[config.mk]
export PLATFORM = sky130hd
export DESIGN_NAME = par4_codec
export DESIGN_NICKNAME = d
export VERILOG_FILES = /design/src/rtl/par4_pkg.sv /design/src/rtl/par4_parity_gen.sv /design/src/rtl/par4_syndrome_map.sv /design/src/rtl/par4_encoder.sv /design/src/rtl/par4_decoder.sv /design/src/rtl/par4_codec.sv
export SDC_FILE = /design/constraint.sdc
export NUM_CORES = 1
export LEC_CHECK = 0
export ABC_AREA = 1
export BUFFER_PORTS_ARGS = -buffer_cell sky130_fd_sc_hd__buf_2
export CAP_MARGIN = 25
export CORE_AREA = 4 4 59 61
export DETAILED_ROUTE_END_ITERATION = 12
export DIE_AREA = 0 0 63 65
export PLACE_DENSITY_LB_ADDON = 0.08
export SYNTH_ARGS = -nofsm -noshare
export SYNTH_HDL_FRONTEND = slang
export SYNTH_HIERARCHICAL = 1
export SYNTH_SLANG_ARGS = --single-unit
[constraint.sdc]
create_clock -name clk -period 1.2 [get_ports clk]
set_input_delay 0 -clock clk [delete_from_list [all_inputs] [get_ports clk]]
set_output_delay 0 -clock clk [all_outputs]
set_load 0.005 [all_outputs]
[src/rtl/par4_pkg.sv]
// Package: shared widths, check-group masks and decode flag type.
// Assumes a 4-bit nibble with four groups; masks are read bit j = data bit j.
package par4_pkg;
    localparam int DW = 4;
    localparam int PW = 4;
    localparam int CW = DW + PW;

    // Entry g is the set of data bits covered by check group g+1.
    localparam logic [PW-1:0][DW-1:0] GRP_MASK = {4'b1111, 4'b1101, 4'b1110, 4'b0111};

    typedef struct packed {
        logic fixed;
        logic parerr;
        logic uncorr;
    } dec_flags_t;

    // Syndrome signature produced when data bit j alone is flipped.
    function automatic logic [PW-1:0] col_sig(input int j);
        logic [PW-1:0] s;
        for (int g = 0; g < PW; g++) s[g] = GRP_MASK[g][j];
        return s;
    endfunction
endpackage

[src/rtl/par4_parity_gen.sv]
// Module: par4_parity_gen
// Computes the even parity of every check group for one nibble.
// Purely combinational; assumes GRP_MASK from par4_pkg defines the groups.
module par4_parity_gen
    import par4_pkg::*;
(
    input  logic [DW-1:0] data_i,
    output logic [PW-1:0] par_o
);
    for (genvar g = 0; g < PW; g++) begin : g_grp
        // One XOR tree per group over its masked data bits.
        assign par_o[g] = ^(data_i & GRP_MASK[g]);
    end
endmodule

[src/rtl/par4_syndrome_map.sv]
// Module: par4_syndrome_map
// Classifies a syndrome and repairs a single flipped data bit.
// Combinational; assumes every data-bit signature has at least three ones,
// so it never collides with a single-check-bit syndrome.
module par4_syndrome_map
    import par4_pkg::*;
(
    input  logic [PW-1:0] syn_i,
    input  logic [DW-1:0] data_i,
    output logic [DW-1:0] data_o,
    output dec_flags_t    flags_o
);
    logic [DW-1:0] hit;
    logic          single;
    logic          nonzero;

    for (genvar j = 0; j < DW; j++) begin : g_col
        localparam logic [PW-1:0] SIG = col_sig(j);
        // Flag data bit j when the syndrome equals its signature.
        assign hit[j] = (syn_i == SIG);
    end

    // Classify the syndrome and apply the repair mask.
    always_comb begin
        nonzero        = |syn_i;
        single         = nonzero && ((syn_i & (syn_i - 1'b1)) == '0);
        data_o         = data_i ^ hit;
        flags_o.fixed  = |hit;
        flags_o.parerr = single;
        flags_o.uncorr = nonzero && !single && !(|hit);
    end
endmodule

[src/rtl/par4_encoder.sv]
// Module: par4_encoder
// Registers the protected word {checks, data} one cycle after a valid nibble.
// Assumes synchronous active-low reset; the word holds while valid is low.
module par4_encoder
    import par4_pkg::*;
(
    input  logic          clk,
    input  logic          rst_n,
    input  logic          valid_i,
    input  logic [DW-1:0] data_i,
    output logic          valid_o,
    output logic [CW-1:0] word_o
);
    logic [PW-1:0] par;

    par4_parity_gen i_gen (
        .data_i (data_i),
        .par_o  (par)
    );

    // Output register: load on valid, clear on reset.
    always_ff @(posedge clk) begin
        if (!rst_n) begin
            valid_o <= 1'b0;
            word_o  <= '0;
        end else begin
            valid_o <= valid_i;
            if (valid_i) word_o <= {par, data_i};
        end
    end
endmodule

[src/rtl/par4_decoder.sv]
// Module: par4_decoder
// Recomputes checks, forms the syndrome, repairs and classifies; one-cycle latency.
// Assumes synchronous active-low reset; results hold while valid is low.
module par4_decoder
    import par4_pkg::*;
(
    input  logic          clk,
    input  logic          rst_n,
    input  logic          valid_i,
    input  logic [CW-1:0] word_i,
    output logic          valid_o,
    output logic [DW-1:0] data_o,
    output logic [PW-1:0] syn_o,
    output dec_flags_t    flags_o
);
    logic [PW-1:0] par_rx;
    logic [PW-1:0] syn;
    logic [DW-1:0] fixed_data;
    dec_flags_t    flags;

    par4_parity_gen i_gen (
        .data_i (word_i[DW-1:0]),
        .par_o  (par_rx)
    );

    // Mismatch between recomputed and received checks.
    assign syn = par_rx ^ word_i[CW-1:DW];

    par4_syndrome_map i_map (
        .syn_i   (syn),
        .data_i  (word_i[DW-1:0]),
        .data_o  (fixed_data),
        .flags_o (flags)
    );

    // Output register: load results on valid, clear on reset.
    always_ff @(posedge clk) begin
        if (!rst_n) begin
            valid_o <= 1'b0;
            data_o  <= '0;
            syn_o   <= '0;
            flags_o <= '0;
        end else begin
            valid_o <= valid_i;
            if (valid_i) begin
                data_o  <= fixed_data;
                syn_o   <= syn;
                flags_o <= flags;
            end
        end
    end
endmodule

[src/rtl/par4_codec.sv]
// Module: par4_codec
// Top level: independent encode and decode paths for the 4-bit parity code.
// Assumes one clock and a synchronous active-low reset shared by both paths.
module par4_codec
    import par4_pkg::*;
(
    input  logic       clk,
    input  logic       rst_n,
    input  logic       enc_valid_i,
    input  logic [3:0] enc_data_i,
    output logic       enc_valid_o,
    output logic [7:0] enc_word_o,
    input  logic       dec_valid_i,
    input  logic [7:0] dec_word_i,
    output logic       dec_valid_o,
    output logic [3:0] dec_data_o,
    output logic [3:0] dec_syndrome_o,
    output logic       dec_fixed_o,
    output logic       dec_parerr_o,
    output logic       dec_uncorr_o
);
    dec_flags_t flags;

    par4_encoder i_enc (
        .clk     (clk),
        .rst_n   (rst_n),
        .valid_i (enc_valid_i),
        .data_i  (enc_data_i),
        .valid_o (enc_valid_o),
        .word_o  (enc_word_o)
    );

    par4_decoder i_dec (
        .clk     (clk),
        .rst_n   (rst_n),
        .valid_i (dec_valid_i),
        .word_i  (dec_word_i),
        .valid_o (dec_valid_o),
        .data_o  (dec_data_o),
        .syn_o   (dec_syndrome_o),
        .flags_o (flags)
    );

    // Unpack the flag struct onto plain ports.
    assign dec_fixed_o  = flags.fixed;
    assign dec_parerr_o = flags.parerr;
    assign dec_uncorr_o = flags.uncorr;
endmodule

== Word-level counts from Yosys, hierarchy flattened ==
Cells that the tools add are included.
W data, S select, Z words.

* Equality and inequality tests: 4
* $mul: 0
* Mux-type cells: 0
* Shifts and indexed selects: 0
* Add/sub/neg operators: 1
* Divide/modulo/power cells: 0
* Bitwise gates (word level): 3
* Reductions and logical operators: 16
* $lt $le $gt $ge: 0

{| class="wikitable"
|+ Operator list
! kind !! number
|-
| $reduce_xor A4 Y1 || 8
|-
| $eq A4 B4 Y1 const B || 4
|-
| $reduce_or A4 Y1 || 2
|-
| $xor A4 B4 Y4 || 2
|-
| $and A4 B4 Y4 || 1
|-
| $logic_not A4 Y1 || 1
|-
| $sub A4 B1 Y4 const B || 1
|-
| $logic_and A1 B1 Y1 || 3
|-
| $logic_not A1 Y1 || 2
|}

* RAM bits: 0
* Latch bits: 0
* Logic and storage cells: 32
* Bits in read-only memories: 0
* Memories: 0
* Register bits after elaboration: 21
* Output and inout port bits: 21
* Input bits: 16

== Longest topological paths before layout ==
* Depth after elaboration: 9
* Mapped depth: 16
* Depth with buffers taken out: 15

== Cells and area by module ==
The synthesis kept the hierarchy.

{| class="wikitable"
|+ By module, submodules not included
! module !! seq. area each (µm²) !! cells an instance !! area an instance (µm²) !! instances
|-
| par4_decoder || 240.2 || 79 || 524.3 || 1
|-
| par4_encoder || 180.2 || 54 || 375.4 || 1
|-
| par4_parity_gen || 0.0 || 28 || 112.6 || 2
|-
| par4_syndrome_map || 0.0 || 38 || 170.2 || 1
|}

== Worst setup path after synthesis ==
Ideal clock, no wire load.

* Path kind: input-to-reg
* From: input dec_word_i[3]
* To: register i_dec/flags_o[1] (netlist bit)
* Path slack: 85 ps
* Setup time: 116 ps
* Data required time: 1,084 ps
* Arrival: 999 ps
* Stages on the path: 15
* Path buffers: 1
* Path through: inv_1 > nand2_1 > nand2_2 > nand2_1 > nand2_1 > inv_1 > nand2_1 > nand2_1 > nor2_1 > nand2_1 > nand2_1 > inv_1 > buf_4 > nor2_1 > nor2_1

* Cells in the longest elaborated chain, start to end: 6
* Elaborated cells on any way between the ends: 9
* Classes of those cells: add/sub (1); bitwise (2); reduce/logical (6)

{| class="wikitable"
|+ Ends and longest elaborated chain
! item !! RTL line !! source
|-
| start: declaration || par4_codec.sv:14 || <nowiki>input logic [7:0] dec_word_i,</nowiki>
|-
| $reduce_xor A4 Y1 (*) || par4_parity_gen.sv:12 || <nowiki>assign par_o[g] = ^(data_i & GRP_MASK[g]);</nowiki>
|-
| via i_dec.par_rx[1] || par4_decoder.sv:16 || <nowiki>logic [PW-1:0] par_rx;</nowiki>
|-
| $xor A4 B4 Y4 (*) || par4_decoder.sv:27 || <nowiki>assign syn = par_rx ^ word_i[CW-1:DW];</nowiki>
|-
| via i_dec.syn[1] || par4_decoder.sv:17 || <nowiki>logic [PW-1:0] syn;</nowiki>
|-
| $sub A4 B1 Y4 || par4_syndrome_map.sv:26 || <nowiki>single = nonzero && ((syn_i & (syn_i - 1'b1)) == '0);</nowiki>
|-
| $and A4 B4 Y4 || par4_syndrome_map.sv:26 ||
|-
| $logic_not A4 Y1 || par4_syndrome_map.sv:26 ||
|-
| $logic_and A1 B1 Y1 (*) || par4_syndrome_map.sv:26 ||
|-
| via i_dec.i_map.single || par4_syndrome_map.sv:14 || <nowiki>logic single;</nowiki>
|-
| end signal: assignment || par4_decoder.sv:48 || <nowiki>flags_o <= flags;</nowiki>
|-
| end: declaration || par4_decoder.sv:14 || <nowiki>output dec_flags_t flags_o</nowiki>
|}

The timed path passes the listed nets; every way through them passes the cells marked *.
A chain may end at the register's enable or synchronous reset.

== Final worst setup path ==
* From: input dec_word_i[2]
* To: register i_dec.data_o[3]

* Cells in the longest elaborated chain, start to end: 4
* Elaborated cells on any way between the ends: 7
* Classes of those cells: eq/ne (1); bitwise (2); reduce/logical (4)

{| class="wikitable"
|+ Ends and longest elaborated chain
! item !! RTL line !! source
|-
| $reduce_xor A4 Y1 || par4_parity_gen.sv:12 ||
|-
| via i_dec.par_rx[1] || par4_decoder.sv:16 ||
|-
| $xor A4 B4 Y4 || par4_decoder.sv:27 ||
|-
| via i_dec.syn[1] || par4_decoder.sv:17 ||
|-
| $eq A4 B4 Y1 || par4_syndrome_map.sv:20 || <nowiki>assign hit[j] = (syn_i == SIG);</nowiki>
|-
| $xor A4 B4 Y4 || par4_syndrome_map.sv:27 || <nowiki>data_o = data_i ^ hit;</nowiki>
|-
| via i_dec.fixed_data[3] || par4_decoder.sv:18 || <nowiki>logic [DW-1:0] fixed_data;</nowiki>
|-
| end signal: assignment || par4_decoder.sv:46 || <nowiki>data_o <= fixed_data;</nowiki>
|-
| end: declaration || par4_decoder.sv:12 || <nowiki>output logic [DW-1:0] data_o,</nowiki>
|}

The timed path passes the listed nets, and every way through them passes these cells.

==> metrics.txt <==
status=finished clean; Root Buffer Master=clkbuf_4; Final min period=1.01 ns; Sw Ratio=0.319; fin crit share=0.838; Routed Antenna Nets=0; Reg power frac=0.495; global route overflow=0; vias in the first global route=1154; die area=4100 sq um; final core occ=0.526; met1 usage=0.199; critical path required time=1.40 ns; starting density of the core=0.435; met3 usage=0.0225; syn nets=243; wire length per cell=8.92 um; Worst-path clk slew=0.12 ns; die width=63 um; Post-CTS Setup Inserts=0; final non-filler cell area=1570 sq um; slew margin rel.=0.780; GRT Resource Usage Total=0.141; Mapped Cells=227; met2 Use GR=0.219; depth of the worst register-to-register path=4; Rows=20; final setup vio count=0; # diodes=0; final setup TNS=0 ns; CTS Buf Count=3; Final Hold Fails=0; routed via count=1304; Placer Congestion=0.738; first-pass GRT wire length=4.81 mm; busiest grt layer=met2; residual DRC count=0; share of cells above drive strength 1=0.268; CP arrival=1.20 ns; Vias/cell=4.28; Critical Setup Path Class=input pin to flop; Worst Skew=0 ns; Longest Clk Path Bufs=2; nets=289; hold path depth=5; power per cell area=995 nW/um^2; Max IR drop VDD=0.308 mV; drt first pass iters=4; fmax=995 MHz; worst hold path type=input pin to flop; unrepaired setup endpoints after global routing=no; commonest non-fill, non-tap cell in the layout=nand2_1; H-tree levels=1; Seq/Total Area, Yosys=0.325; register bit count reported by yosys=21; CP startpoint kind=input pin; Syn. warnings=6; max-cap violations=0; Cell Int Power=1.06 mW; Post-Syn Area=1290 sq um; dpl cell area=1540 sq um; Die H=65 um; largest net degree at the start of global routing=19; leakage power=1.01 nW; WL final=2.72 mm; antenna violations before repair=0; Sw Pwr=0.498 mW; clk_lat worst skew=0.30 ns; I/O pin count=37; Logic pwr share=0.294; clock group share of total power=0.211; initial drt markers=52; CTS sink cnt=21; max-slew violations=0; Unique masters post-synth=15; Least-Margin Pin Slew=0.330 ns; CP max FO=5; area delta synth->final=21.1%; CP Capture Type=flop; most frequent cells in the layout=nand2_1, nor2_1, buf_2; Core ar.=2980 sq um; count of input and output buffers=36; post-synthesis area per instance=5.70 sq um; # fillers=365; CTS tree=built; post-DP HPWL=2.15 mm
cells in the mapped netlist:
master | count | share of area
buf_2 | 1 | 0.0039
buf_4 | 1 | 0.0058
o21ai_1 | 5 | 0.019
inv_1 | 30 | 0.087
nor2_2 | 2 | 0.0097
nor2_1 | 42 | 0.12
buf_8 | 1 | 0.012
nand3_1 | 4 | 0.015
nand2_1 | 91 | 0.26
o21ai_0 | 3 | 0.012
nand2_2 | 11 | 0.053
inv_2 | 8 | 0.023
buf_6 | 3 | 0.026
dfxtp_1 | 21 | 0.32
nand3b_1 | 4 | 0.023
timing repair:
item | CTS | global route
endpoints found under the setup margin | 0 | 2
gates resized for setup | 0 | 1
hold endpoints to repair | 0 | 0
hold buffers | 0 | 0
routing by layer:
metal / up-vias / share of wire / wire, um
met3: 2 / 0.046 / 125
li1: 746 / - / -
met1: 533 / 0.54 / 1460
met5: - / 0 / 0
met4: 0 / 0.0051 / 14
met2: 23 / 0.41 / 1130
final cells by class:
type	count	area, sq um	share of cell area
Sequential cell	21	420	0.268
Tap cell	33	41.3	0.0263
Timing Repair Buffer	47	263	0.168
Clock buffer	3	22.5	0.0144
Multi-Input combinational cell	162	673	0.429
Clock inverter	1	5.00	0.00319
Inverter	38	143	0.0910
sequential cells by signal (all words and copies together) (netlist names):
name           flops
i_enc/word_o       8
i_dec/data_o       4
i_dec/syn_o        4
i_dec/flags_o      3
i_dec/valid_o      1
i_enc/valid_o      1
path summary, 6_finish.rpt:
path	startpoint	to	slack [ns]
worst max-delay path	dec_word_i[2]	i_dec/data_o[3]	0.19
worst min register to register	i_enc/word_o[0]	i_enc/word_o[0]	0.48
worst max register to register	i_dec/syn_o[1]	i_dec/syn_o[1]	0.56
worst min-delay path	enc_data_i[3]	i_enc/word_o[3]	0.01
kinds of logic (layout without fill, tap and decap cells):
logic type      Yosys count  after routing  share of synthesized area
simple gates            154            154                      0.487
buf+inv                  44             89                      0.157
flops                    21             21                      0.325
compound gates            8              8                     0.0309
worst max-delay path: stages:
cell and delay (ns):
buf_2 0.13, inv_2 0.06, nand2_1 0.07, nand2_2 0.06, nand2_1 0.05, nand2_1 0.06
inv_1 0.05, nand2_1 0.05, nand2_1 0.14, inv_1 0.07, nor2_1 0.12, nand2_1 0.06
nand2_1 0.06, nand2_1 0.05, nor2_1 0.11, nor2_1 0.05
per-stage QoR:
| step | total power, mW | setup WS [ns] | hold WS, ns | instances |
|---|---|---|---|---|
| floorplan | 1.10 | 0.0850 | 0.0976 | 227 |
| global placement | 1.24 | -0.118 | 0.335 | 301 |
| detailed placement | 1.25 | -0.130 | 0.339 | 301 |
| CTS | 1.58 | 0.179 | 0.00316 | 305 |
| global route | 1.70 | 0.00237 | 0.0250 | 305 |
| finish | 1.56 | 0.194 | 0.0136 | 305 |
power by group through the flow:
stage	Clock [mW]	Sequential [mW]	Combinational [mW]
after global routing	0.380	0.781	0.536
final	0.329	0.773	0.458
after global placement	0	0.788	0.454
after detailed placement	0	0.790	0.457
after floorplan	0	0.796	0.302
after CTS	0.345	0.774	0.461
Power figures use the tool's default switching activity.
